===== src/rtl/cfgbank_pkg.sv =====
package cfgbank_pkg;

  localparam int DATA_W    = 8;
  localparam int ADDR_W    = 8;
  localparam int DEV_AW    = 7;
  localparam int MODE_W    = 4;

  localparam logic [ADDR_W-1:0] A_DEVID  = 8'h00;
  localparam logic [ADDR_W-1:0] A_CTRL   = 8'h01;
  localparam logic [ADDR_W-1:0] A_PINCFG = 8'h02;
  localparam logic [ADDR_W-1:0] A_GPOUT  = 8'h03;

  localparam int CTRL_SRST_BIT   = 0;
  localparam int CTRL_ANALOG_BIT = 4;

  typedef enum logic [MODE_W-1:0] {
    SRC_GPREG   = 4'b0000,
    SRC_CLKLOSS = 4'b0011,
    SRC_CLKDET  = 4'b0100,
    SRC_POR     = 4'b0110
  } pin_src_e;

  typedef enum logic [1:0] {
    PULL_NONE = 2'b00,
    PULL_DOWN = 2'b01,
    PULL_UP   = 2'b10,
    PULL_RSVD = 2'b11
  } pull_e;

  typedef struct packed {
    logic [MODE_W-1:0] mode;
    pull_e             pull;
    logic              in_en;
    logic              out_en;
  } pin_cfg_t;

  localparam pin_cfg_t PIN_CFG_RST = '{
    mode:   4'b0000,
    pull:   PULL_DOWN,
    in_en:  1'b0,
    out_en: 1'b1
  };

endpackage


===== src/rtl/cfg_devaddr_reg.sv =====
module cfg_devaddr_reg
  import cfgbank_pkg::*;
#(
  parameter logic [DEV_AW-1:0] RST_ADDR = 7'h57
) (
  input  logic              clk,
  input  logic              rst_n,
  input  logic              wr_en,
  input  logic [DEV_AW-1:0] wr_addr,
  input  logic [DEV_AW-1:0] bus_addr,
  output logic [DEV_AW-1:0] dev_addr,
  output logic              addr_match
);

  // Only the hardware reset reaches this register; the soft reset does not.
  always_ff @(posedge clk or negedge rst_n) begin
    if (!rst_n)     dev_addr <= RST_ADDR;
    else if (wr_en) dev_addr <= wr_addr;
  end

  assign addr_match = (bus_addr == dev_addr);

  a_r3_match_after_write: assert property (@(posedge clk) disable iff (!rst_n)
    wr_en |=> (addr_match == (bus_addr == $past(wr_addr))));

endmodule


===== src/rtl/cfg_ctrl_reg.sv =====
module cfg_ctrl_reg
  import cfgbank_pkg::*;
(
  input  logic              clk,
  input  logic              rst_n,
  input  logic              wr_en,
  input  logic              wr_analog,
  input  logic              wr_srst,
  output logic              analog_dis,
  output logic              srst_pulse,
  output logic [DATA_W-1:0] rdata
);

  logic srst_pend;

  // A set reset bit lives for one cycle; the following edge restores defaults.
  always_ff @(posedge clk or negedge rst_n) begin
    if (!rst_n) begin
      analog_dis <= 1'b0;
      srst_pend  <= 1'b0;
    end else if (srst_pend) begin
      analog_dis <= 1'b0;
      srst_pend  <= 1'b0;
    end else if (wr_en) begin
      analog_dis <= wr_analog;
      srst_pend  <= wr_srst;
    end
  end

  assign srst_pulse = srst_pend;

  always_comb begin
    rdata                  = '0;
    rdata[CTRL_ANALOG_BIT] = analog_dis;
    rdata[CTRL_SRST_BIT]   = srst_pend;
  end

  a_r5_srst_self_clears: assert property (@(posedge clk) disable iff (!rst_n)
    srst_pend |=> !srst_pend);

  a_r5_analog_cleared: assert property (@(posedge clk) disable iff (!rst_n)
    srst_pend |=> !analog_dis);

endmodule


===== src/rtl/cfg_pin_ctrl.sv =====
module cfg_pin_ctrl
  import cfgbank_pkg::*;
(
  input  logic              clk,
  input  logic              rst_n,
  input  logic              soft_rst,
  input  logic              cfg_we,
  input  logic [DATA_W-1:0] cfg_wdata,
  input  logic              gp_we,
  input  logic              gp_wbit,
  input  logic              clk_loss,
  input  logic              clk_detect,
  input  logic              por_flag,
  output logic [DATA_W-1:0] cfg_rdata,
  output logic [DATA_W-1:0] gp_rdata,
  output logic              pin_out,
  output logic              pin_oe,
  output logic              pin_ie,
  output logic              pull_up_en,
  output logic              pull_dn_en
);

  pin_cfg_t cfg_q;
  logic     gp_q;

  always_ff @(posedge clk or negedge rst_n) begin
    if (!rst_n) begin
      cfg_q <= PIN_CFG_RST;
      gp_q  <= 1'b0;
    end else if (soft_rst) begin
      cfg_q <= PIN_CFG_RST;
      gp_q  <= 1'b0;
    end else begin
      if (cfg_we) cfg_q <= pin_cfg_t'(cfg_wdata);
      if (gp_we)  gp_q  <= gp_wbit;
    end
  end

  // Source selection; reserved codes park the pin low.
  always_comb begin
    case (pin_src_e'(cfg_q.mode))
      SRC_GPREG:   pin_out = gp_q;
      SRC_CLKLOSS: pin_out = clk_loss;
      SRC_CLKDET:  pin_out = clk_detect;
      SRC_POR:     pin_out = por_flag;
      default:     pin_out = 1'b0;
    endcase
  end

  always_comb begin
    pull_up_en = 1'b0;
    pull_dn_en = 1'b0;
    case (cfg_q.pull)
      PULL_UP:   pull_up_en = 1'b1;
      PULL_DOWN: pull_dn_en = 1'b1;
      default:   ;
    endcase
  end

  assign pin_oe    = cfg_q.out_en;
  assign pin_ie    = cfg_q.in_en;
  assign cfg_rdata = cfg_q;
  assign gp_rdata  = {{(DATA_W-1){1'b0}}, gp_q};

  a_r8_pulls_exclusive: assert property (@(posedge clk) disable iff (!rst_n)
    !(pull_up_en && pull_dn_en));

  a_r7_gp_follows_reg: assert property (@(posedge clk) disable iff (!rst_n)
    (cfg_rdata[7:4] == 4'b0000) |-> (pin_out == gp_rdata[0]));

  a_r5_pin_defaults: assert property (@(posedge clk) disable iff (!rst_n)
    soft_rst |=> (pin_oe && !pin_ie && pull_dn_en && !pull_up_en && gp_rdata == '0));

endmodule


===== src/rtl/cfg_regbank.sv =====
module cfg_regbank
  import cfgbank_pkg::*;
#(
  parameter logic [DEV_AW-1:0] DEV_ADDR_DEFAULT = 7'h57
) (
  input  logic              clk,
  input  logic              rst_n,
  input  logic [ADDR_W-1:0] reg_addr,
  input  logic [DATA_W-1:0] reg_wdata,
  input  logic              reg_we,
  output logic [DATA_W-1:0] reg_rdata,
  input  logic [DEV_AW-1:0] bus_addr,
  output logic              addr_match,
  input  logic              clk_loss,
  input  logic              clk_detect,
  input  logic              por_flag,
  output logic              analog_dis,
  output logic              pin_out,
  output logic              pin_oe,
  output logic              pin_ie,
  output logic              pull_up_en,
  output logic              pull_dn_en
);

  logic              we_dev, we_ctrl, we_pin, we_gp;
  logic              srst_pulse;
  logic [DEV_AW-1:0] dev_addr;
  logic [DATA_W-1:0] ctrl_rdata, pin_rdata, gp_rdata;

  assign we_dev  = reg_we && (reg_addr == A_DEVID);
  assign we_ctrl = reg_we && (reg_addr == A_CTRL);
  assign we_pin  = reg_we && (reg_addr == A_PINCFG);
  assign we_gp   = reg_we && (reg_addr == A_GPOUT);

  cfg_devaddr_reg #(.RST_ADDR(DEV_ADDR_DEFAULT)) u_dev (
    .clk        (clk),
    .rst_n      (rst_n),
    .wr_en      (we_dev),
    .wr_addr    (reg_wdata[DATA_W-1:1]),
    .bus_addr   (bus_addr),
    .dev_addr   (dev_addr),
    .addr_match (addr_match)
  );

  cfg_ctrl_reg u_ctrl (
    .clk        (clk),
    .rst_n      (rst_n),
    .wr_en      (we_ctrl),
    .wr_analog  (reg_wdata[CTRL_ANALOG_BIT]),
    .wr_srst    (reg_wdata[CTRL_SRST_BIT]),
    .analog_dis (analog_dis),
    .srst_pulse (srst_pulse),
    .rdata      (ctrl_rdata)
  );

  cfg_pin_ctrl u_pin (
    .clk        (clk),
    .rst_n      (rst_n),
    .soft_rst   (srst_pulse),
    .cfg_we     (we_pin),
    .cfg_wdata  (reg_wdata),
    .gp_we      (we_gp),
    .gp_wbit    (reg_wdata[0]),
    .clk_loss   (clk_loss),
    .clk_detect (clk_detect),
    .por_flag   (por_flag),
    .cfg_rdata  (pin_rdata),
    .gp_rdata   (gp_rdata),
    .pin_out    (pin_out),
    .pin_oe     (pin_oe),
    .pin_ie     (pin_ie),
    .pull_up_en (pull_up_en),
    .pull_dn_en (pull_dn_en)
  );

  always_comb begin
    case (reg_addr)
      A_DEVID:  reg_rdata = {dev_addr, 1'b0};
      A_CTRL:   reg_rdata = ctrl_rdata;
      A_PINCFG: reg_rdata = pin_rdata;
      A_GPOUT:  reg_rdata = gp_rdata;
      default:  reg_rdata = '0;
    endcase
  end

  a_r2_devid_lsb_zero: assert property (@(posedge clk) disable iff (!rst_n)
    (reg_addr == A_DEVID) |-> (reg_rdata[0] == 1'b0));

  a_r6_addr_kept: assert property (@(posedge clk) disable iff (!rst_n)
    (srst_pulse && !we_dev) |=> $stable(dev_addr));

  a_r4_ctrl_reserved_zero: assert property (@(posedge clk) disable iff (!rst_n)
    (reg_addr == A_CTRL) |-> (reg_rdata[7:5] == 3'b000 && reg_rdata[3:1] == 3'b000));

endmodule


===== config.mk =====
export PLATFORM = sky130hd
export DESIGN_NAME = cfg_regbank
export DESIGN_NICKNAME = d
export VERILOG_FILES = /design/src/rtl/cfgbank_pkg.sv /design/src/rtl/cfg_devaddr_reg.sv /design/src/rtl/cfg_ctrl_reg.sv /design/src/rtl/cfg_pin_ctrl.sv /design/src/rtl/cfg_regbank.sv
export SDC_FILE = /design/constraint.sdc
export NUM_CORES = 1
export LEC_CHECK = 0
export ABC_AREA = 1
export BUFFER_PORTS_ARGS = -buffer_cell sky130_fd_sc_hd__buf_4
export CAP_MARGIN = 10
export CORE_ASPECT_RATIO = 0.75
export CORE_UTILIZATION = 52
export DETAILED_ROUTE_END_ITERATION = 8
export PLACE_DENSITY_LB_ADDON = 0.1
export SYNTH_ARGS = -nofsm -noshare
export SYNTH_HDL_FRONTEND = slang
export SYNTH_HIERARCHICAL = 1
export SYNTH_SLANG_ARGS = --single-unit

===== constraint.sdc =====
create_clock -name clk -period 1.62 [get_ports clk]
set_clock_uncertainty 0.2 [all_clocks]
set_input_delay 0.081 -clock clk [delete_from_list [all_inputs] [get_ports clk]]
set_output_delay 0.081 -clock clk [all_outputs]
set_load 0.02 [all_outputs]

==> results of run 1 <==
## sequential cells by signal, summed over array words and instances (netlist names)
signal and count:
u_dev/dev_addr 7, u_pin/cfg_rdata 6, u_ctrl/analog_dis 1, u_ctrl/srst_pulse 1, u_pin/gp_q 1, u_pin/pin_ie 1, u_pin/pin_oe 1
## per-layer routing
metal	GRT usage, %	share of wire [%]	routed length (um)
met5	0	0	0
met3	3.505	6.7	235
met2	39.47	46	1606
met1	34.92	46	1601
met4	8.889	1.1	39
## critical path: cells and delay by family (launching register included)
| kind | cells | cell delay (ns) |
|---|---|---|
| flops | 1 | 0.55 |
| simple gates | 5 | 0.35 |
| buf+inv | 2 | 0.17 |
## how the worst max path moves through the flow
stage / from / to / cells after the start
3_5_place_dp: reg_addr[2] / u_pin/pin_ie / 7
5_1_grt: u_dev/dev_addr[1] / addr_match / 7
6_report: u_dev/dev_addr[2] / addr_match / 7
2_1_floorplan: reg_addr[2] / u_pin/cfg_rdata[3] / 7
3_3_place_gp: reg_addr[2] / u_pin/cfg_rdata[7] / 7
4_1_cts: u_dev/dev_addr[2] / addr_match / 7
## cell usage in the layout, fill, tap and decap left out, types with 3 or more instances in the layout
cell	instances
a21oi_1	3
buf_4	49
inv_1	39
dfrtp_1	11
clkbuf_8	3
nor2_4	5
dfstp_2	7
a22o_1	3
o21ai_2	4
nand3_1	31
nor2_1	11
nor2_2	5
o21ai_0	7
nor4_1	3
conb_1	13
inv_2	4
dlygate4sd3_1	9
nand2_1	69
## per-stage QoR
| step | cells | TNS [ns] |
|---|---|---|
| floorplan | 242 | 0 |
| global placement | 303 | 0 |
| detailed placement | 303 | 0 |
| CTS | 318 | 0 |
| global route | 320 | -0.08442 |
| finish | 320 | -0.0009688 |
## area by class of cell
cell class	instances	area [sq um]	area share [%]
repair buffers	59	469.2	24.02
well taps	36	45.04	2.306
flip-flops and latches	18	459.2	23.51
inverters	44	170.2	8.712
multi-input cells	159	764.5	39.14
clock buffers	4	45.04	2.306
## cell families (layout without fill, tap and decap cells)
group	after synthesis	after routing	synth area share, %
xor gates and xnor gates	1	1	0.5767
other	2	13	0.4944
AOI/OAI and AO/OA	17	17	7.331
buffers and inverters	65	107	22.32
DFF	18	18	30.23
and+or+nand+nor	127	127	38.30
muxes	1	1	0.7413
## power breakdown
part	leakage [nW]	total, mW	internal [mW]	switching (mW)
combinational	0.877	0.283	0.138	0.145
sequential	0.204	0.533	0.496	0.0365
clock	0.0228	0.322	0.175	0.147
## repair_timing
action                                  CTS  global route
hold buffers                              9             0
buffers inserted                          2             2
gates cloned                              0             0
gates resized for setup                   0             4
endpoints found under the setup margin    1             2
hold endpoints to repair                 36             0
==> Implementation_results.wiki, run 1 <==
{| class="wikitable"
! Metric !! Value
|-
| Run status || finished, violations left
|-
| Violations in the final reports || negative setup slack
|-
| Count of state elements after synthesis || 18
|-
| Synth area leaders || dfrtp_1 (18%), nand2_1 (17%), dfstp_2 (12%)
|-
| Placer's final routability congestion estimate || between 0.8 and 0.9
|-
| Number of enable-type register cells in the synthesized netlist || 0
|-
| Post-layout minimum cycle time || roughly 1.6 ns
|-
| Maximum clock insertion buffer count || 2
|-
| Synth async-reset ratio || 100.0%
|-
| R2R depth || 3
|-
| Core occupancy in the finished layout || between 70 and 80%
|-
| Capture point of the worst reg-to-reg path || u_pin/cfg_rdata[2]
|-
| Number of antenna repair diodes || 0
|-
| Clock tree from TritonCTS || built
|-
| Number of antenna violations at the first check in global routing || 0
|-
| Post-synthesis instance area || between 1500 and 2000 sq um
|-
| Starting Density || between 50% and 60%
|-
| Clock transition at the registers of the reported paths || about 0.070 ns
|-
| Slowest Stage Delay on Critical Path || 0.55 ns
|-
| Count of input and output buffers || 43
|-
| PnR worst setup slack || -0.0009688 ns
|-
| Routed Antenna Nets || 0
|-
| Highest clock frequency the design can meet || 616.9 MHz
|-
| WHS || roughly 0.027 ns
|-
| Post-route DRC || 0
|-
| Yosys top cell area share || roughly 18%
|-
| Wirelength per Cell || ~11 um
|-
| Number of top-level pins || 44
|-
| Via-to-Cell Ratio || about 4.6
|-
| Classification of the worst setup path || reg2out
|-
| CTS buffer count || 3
|-
| Layout fillers || between 200 and 250
|-
| Overall Power || ~1.1 mW
|-
| Post-detail-place hpwl || approximately 2600 um
|-
| Worst endpoint data arrival time || 1.34 ns
|-
| Width of the die || approximately 64 um
|-
| Yosys warns || 6
|-
| Worst min path class || in2async
|-
| Kind of capture point of the worst setup path || output pin
|-
| Initial DRC Count || 93
|-
| Critical path, cell by cell || inv_1 -> nand2_1 -> nand2_1 -> nor2_1 -> nand2_1 -> nor2_2 -> buf_6
|-
| WL final || between 3000 and 4000 um
|-
| Placement row count || 16
|-
| RSZ-0062 raised after global routing || true
|-
| Total routing usage reported by global routing || around a quarter
|-
| Clock root cell || clkbuf_8
|-
| Final layout net count || around 310
|-
| Cell with the most instances on the worst path || nand2_1
|-
| Global-route wire length before repair || 5975 um
|-
| Worst reg-to-reg setup slack || around 0.33 ns
|-
| Type of element launching the critical path || register
|-
| Number of iterations in the first detailed-routing pass || 4
|-
| Tcrit/Tclk final || 100.1%
|-
| Mean instance size in the synthesized netlist || roughly 6.6 sq um
|-
| Pins Over Slew Limit || 0
|-
| Sequential element share of the synthesized area || a little under a third
|-
| Worst setup slack before clock tree synthesis || roughly 0.097 ns
|-
| Gr ovfl total || 0
|-
| Number of vias in the routed layout || about 1500
|-
| Synthesized instance count || around 230
|-
| Largest net degree at the start of global routing || 25
|-
| Total number of H-tree levels || 1
|-
| # Max-Cap Violations || 0
|-
| Via count of the first global-routing pass || approximately 1400
|-
| Clock network latency to the later pin of the worst-skew pair || between 0.2 and 0.3 ns
|-
| Slowest cell on the critical path || dfstp_2
|-
| Most instantiated library cell after synthesis || nand2_1
|-
| Most frequent cells after synthesis || nand2_1 (69), inv_1 (41), nand3_1 (31), buf_4 (18), nor2_1 (12)
|-
| Worst reg2reg path startpoint || u_ctrl/srst_pulse
|-
| Least-Margin Pin Slew || 0.6447 ns
|-
| Required @ worst endpoint || ~1.3 ns
|-
| Core Footprint || about 2700 sq um
|-
| Clock Sinks || 18
|-
| Finish-stage setup viols || 1
|-
| Unique cell type count in the Yosys netlist || 23
|-
| Leakage power || between 1 and 1.5 nW
|-
| Number of failing hold endpoints at the final stage || 0
|-
| Leading area contributor after synthesis || dfrtp_1
|-
| Total Die Area || ~3100 sq um
|-
| Final design area excluding fillers || between 1500 and 2000 sq um
|-
| Layout-stage area growth over the synthesis result || 28.58%
|-
| Cell area after placement || 1782 sq um
|-
| Crit path max fanout || 3
|-
| Pwr/cell area || around 600 nW/um^2
|-
| Chip height || approximately 49 um
|-
| Flip-flop cell with the highest count after synthesis || dfrtp_1
|-
| Largest voltage drop on the vdd net || about 0.56 mV
|-
| Worst relative slew slack || 56.63%
|-
| Fraction of final layout cells with drive strength greater than 1 || between 20% and 30%
|}
Note: power is estimated with default switching activity, not from simulation.
==> run 2: changes to the inputs <==
--- a/config.mk
+++ b/config.mk
@@ -8,10 +8,10 @@
 export ABC_AREA = 1
 export BUFFER_PORTS_ARGS = -buffer_cell sky130_fd_sc_hd__buf_4
 export CAP_MARGIN = 10
-export CORE_ASPECT_RATIO = 0.75
 export CORE_UTILIZATION = 52
 export DETAILED_ROUTE_END_ITERATION = 8
 export PLACE_DENSITY_LB_ADDON = 0.1
+export SETUP_SLACK_MARGIN = 0.02
 export SYNTH_ARGS = -nofsm -noshare
 export SYNTH_HDL_FRONTEND = slang
 export SYNTH_HIERARCHICAL = 1
==> run 2 against run 1 <==
  * The flow still finishes with violations (negative setup slack)
  * Worst setup slack lost 0.043 ns
  * Fmax shrank 2.6%
  * Clock power shrank 12%
  * Combinational power grew 6%
  * Power shrank 1.5%
  * Global-route usage shrank 1.2 points
  * Sequential power is essentially flat
  * Via count grew 1.1%
  * Largest power group unchanged
  * Highest routed layer unchanged
==> Implementation_results.wiki, run 2 (synthesized netlist as in run 1, its figures left out) <==
{| class="wikitable"
! Metric !! Value
|-
| Worst relative slew slack || around 65%
|-
| Met2 wire len || roughly 1700 um
|-
| Violations in the final reports || negative setup slack
|-
| Total Die Area || 3141 sq um
|-
| Placer's final routability congestion estimate || approximately 0.80
|-
| Total number of H-tree levels || 1
|-
| Number of top-level pins || 44
|-
| Pins Over Slew Limit || 0
|-
| Clock tree from TritonCTS || built
|-
| Number of antenna repair diodes || 0
|-
| PnR worst setup slack || -0.04446 ns
|-
| Post-route DRC || 0
|-
| Post-detail-place hpwl || roughly 2500 um
|-
| Number of standard cells in the final layout excluding fillers || about 320
|-
| Leakage power || 1.124 nW
|-
| Slowest cell on the critical path || dfstp_2
|-
| Number of placed instances with taps included || approximately 300
|-
| Routed Antenna Nets || 0
|-
| Placement row count || 19
|-
| Number of vias in the routed layout || around 1500
|-
| Largest net degree at the start of global routing || 25
|-
| Classification of the worst setup path || reg2out
|-
| Highest clock frequency the design can meet || 600.8 MHz
|-
| Width of the die || 56.05 um
|-
| Clock power frac || between 20% and 30%
|-
| Chip height || about 56 um
|-
| Most frequent standard cell in the layout excluding fill and tap cells || nand2_1
|-
| Starting Density || 55.08%
|-
| Kind of capture point of the worst setup path || output pin
|-
| Reg power frac || about 48%
|-
| Post-layout minimum cycle time || ~1.7 ns
|-
| Wirelength per Cell || 11.03 um
|-
| Crit path max fanout || 2
|-
| Gr ovfl total || 0
|-
| WHS || roughly 0.018 ns
|-
| WL met3 || approximately 140 um
|-
| # Max-Cap Violations || 0
|-
| Layout-stage area growth over the synthesis result || 31.30%
|-
| Largest voltage drop on the vdd net || 0.5890 mV
|-
| Least-Margin Pin Slew || 0.5185 ns
|-
| Global-route wire length before repair || ~5800 um
|-
| Worst min path class || in2reg
|-
| Clock transition at the registers of the reported paths || about 0.11 ns
|-
| Clock root cell || clkbuf_4
|-
| Number of iterations in the first detailed-routing pass || 4
|-
| RSZ-0062 raised after global routing || true
|-
| Fraction of final layout cells with drive strength greater than 1 || about a third
|-
| Pwr/cell area || 561.9 nW/um^2
|-
| CTS buffer count || 3
|-
| Final layout net count || 317
|-
| Slowest Stage Delay on Critical Path || about 0.55 ns
|-
| Total routing usage reported by global routing || between 20% and 30%
|-
| WL final || ~3500 um
|-
| Number of failing hold endpoints at the final stage || 0
|-
| Maximum clock insertion buffer count || 2
|-
| Critical path, cell by cell || inv_1 -> nand2_1 -> nand2_1 -> nor2_1 -> nand2_1 -> nor2_2 -> buf_4
|-
| Detailed-route wire length on metal 1 || approximately 1600 um
|-
| Number of flip-flops under the largest register name || 7
|-
| Via count of the first global-routing pass || ~1300
|-
| Type of element launching the critical path || register
|-
| Highest routed metal layer || met4
|-
| Worst endpoint data arrival time || between 1 and 1.5 ns
|-
| Count of input and output buffers || 43
|-
| Clock network latency to the later pin of the worst-skew pair || 0.30 ns
|-
| Most used cells in the layout excluding fill and tap cells || nand2_1 (68), buf_4 (49), inv_1 (39)
|-
| Fraction of power spent switching nets || ~30%
|-
| Layout fillers || between 200 and 250
|-
| Total internal power || just under 0.8 mW
|-
| Register containing the most flip-flops in the final layout || u_dev/dev_addr
|-
| Logic gate share of total power || a little over a quarter
|-
| Run status || finished, violations left
|-
| Via-to-Cell Ratio || 4.708
|-
| Core Footprint || around 2800 sq um
|-
| Tcrit/Tclk final || 102.7%
|-
| Initial DRC Count || 59
|-
| Sum of buffers and inverters on the critical path || 2
|-
| Cell with the most instances on the worst path || nand2_1
|-
| Switching Power || between 0.3 and 0.4 mW
|-
| Required @ worst endpoint || ~1.3 ns
|-
| Clock Sinks || 18
|-
| Finish-stage setup viols || 1
|-
| Number of antenna violations at the first check in global routing || 0
|-
| Cell class contributing the biggest share of worst-path delay || flip-flops
|}
[run 2: final cells by class]
| class | instances | area (sq um) | area share (%) |
|---|---|---|---|
| clock buffer | 4 | 36.28 | 1.819 |
| sequential | 18 | 462.9 | 23.21 |
| timing repair buffer | 62 | 504.2 | 25.28 |
| tap | 31 | 38.79 | 1.945 |
| multi-input combinational | 159 | 782.0 | 39.21 |
| inverter | 44 | 170.2 | 8.532 |
[run 2: through the flow]
| stage | setup TNS, ns | setup WS, ns | instance area, sq um | total power, mW | util (%) |
|---|---|---|---|---|---|
| 3_5_place_dp | 0 | 0.1466 | 1775 | 0.7897 | 64.38 |
| 3_3_place_gp | 0 | 0.1269 | 1775 | 0.7857 | 64.38 |
| 6_report | -0.04446 | -0.04446 | 1994 | 1.121 | 72.32 |
| 5_1_grt | -0.1730 | -0.1207 | 1994 | 1.176 | 72.32 |
| 4_1_cts | -0.03941 | -0.03941 | 1927 | 1.095 | 69.87 |
| 2_1_floorplan | 0 | 0.1822 | 1560 | 0.6957 | - |
[run 2: repair_timing]
action / in CTS / in global routing
resized for setup: 0 / 15
pin swaps: 0 / 2
cloned: 0 / 0
setup endpoints to repair: 1 / 4
endpoints found under the hold margin: 36 / 0
hold buffers: 10 / 0
setup buffers: 2 / 4
[run 2: power groups by stage]
stage               Sequential [mW]  Combinational, mW  Clock, mW
floorplan                     0.531              0.165          0
global placement              0.539              0.246          0
detailed placement            0.539              0.250          0
CTS                           0.529              0.279      0.287
global route                  0.539              0.333      0.304
finish                        0.536              0.301      0.284
[run 2: worst paths after layout]
| check | startpoint | slack (ns) | endpoint | cells after the start |
|---|---|---|---|---|
| min in group asynchronous | rst_n | 0.11 | u_dev/dev_addr[1] | 2 |
| worst max register to register | u_ctrl/srst_pulse | 0.34 | u_pin/cfg_rdata[3] | 3 |
| worst min-delay path | reg_we | 0.02 | u_pin/gp_q | 4 |
| max in group asynchronous | rst_n | 0.50 | u_pin/cfg_rdata[5] | 3 |
| worst max-delay path | u_dev/dev_addr[2] | -0.04 | addr_match | 7 |
| worst min register to register | u_pin/pin_oe | 0.29 | u_pin/pin_oe | 2 |
[run 2: layer usage]
layer  vias to the layer above  GRT usage (%)
li1                        791              -
met1                       663          32.69
met2                        38          38.44
met3                         5          3.023
met4                         0          8.362
met5                         -              0
[run 2: tightest hold or removal path: stages]
cell     delay, ns
buf_4         0.11
inv_1         0.10
nor4_1        0.08
a21oi_1       0.11
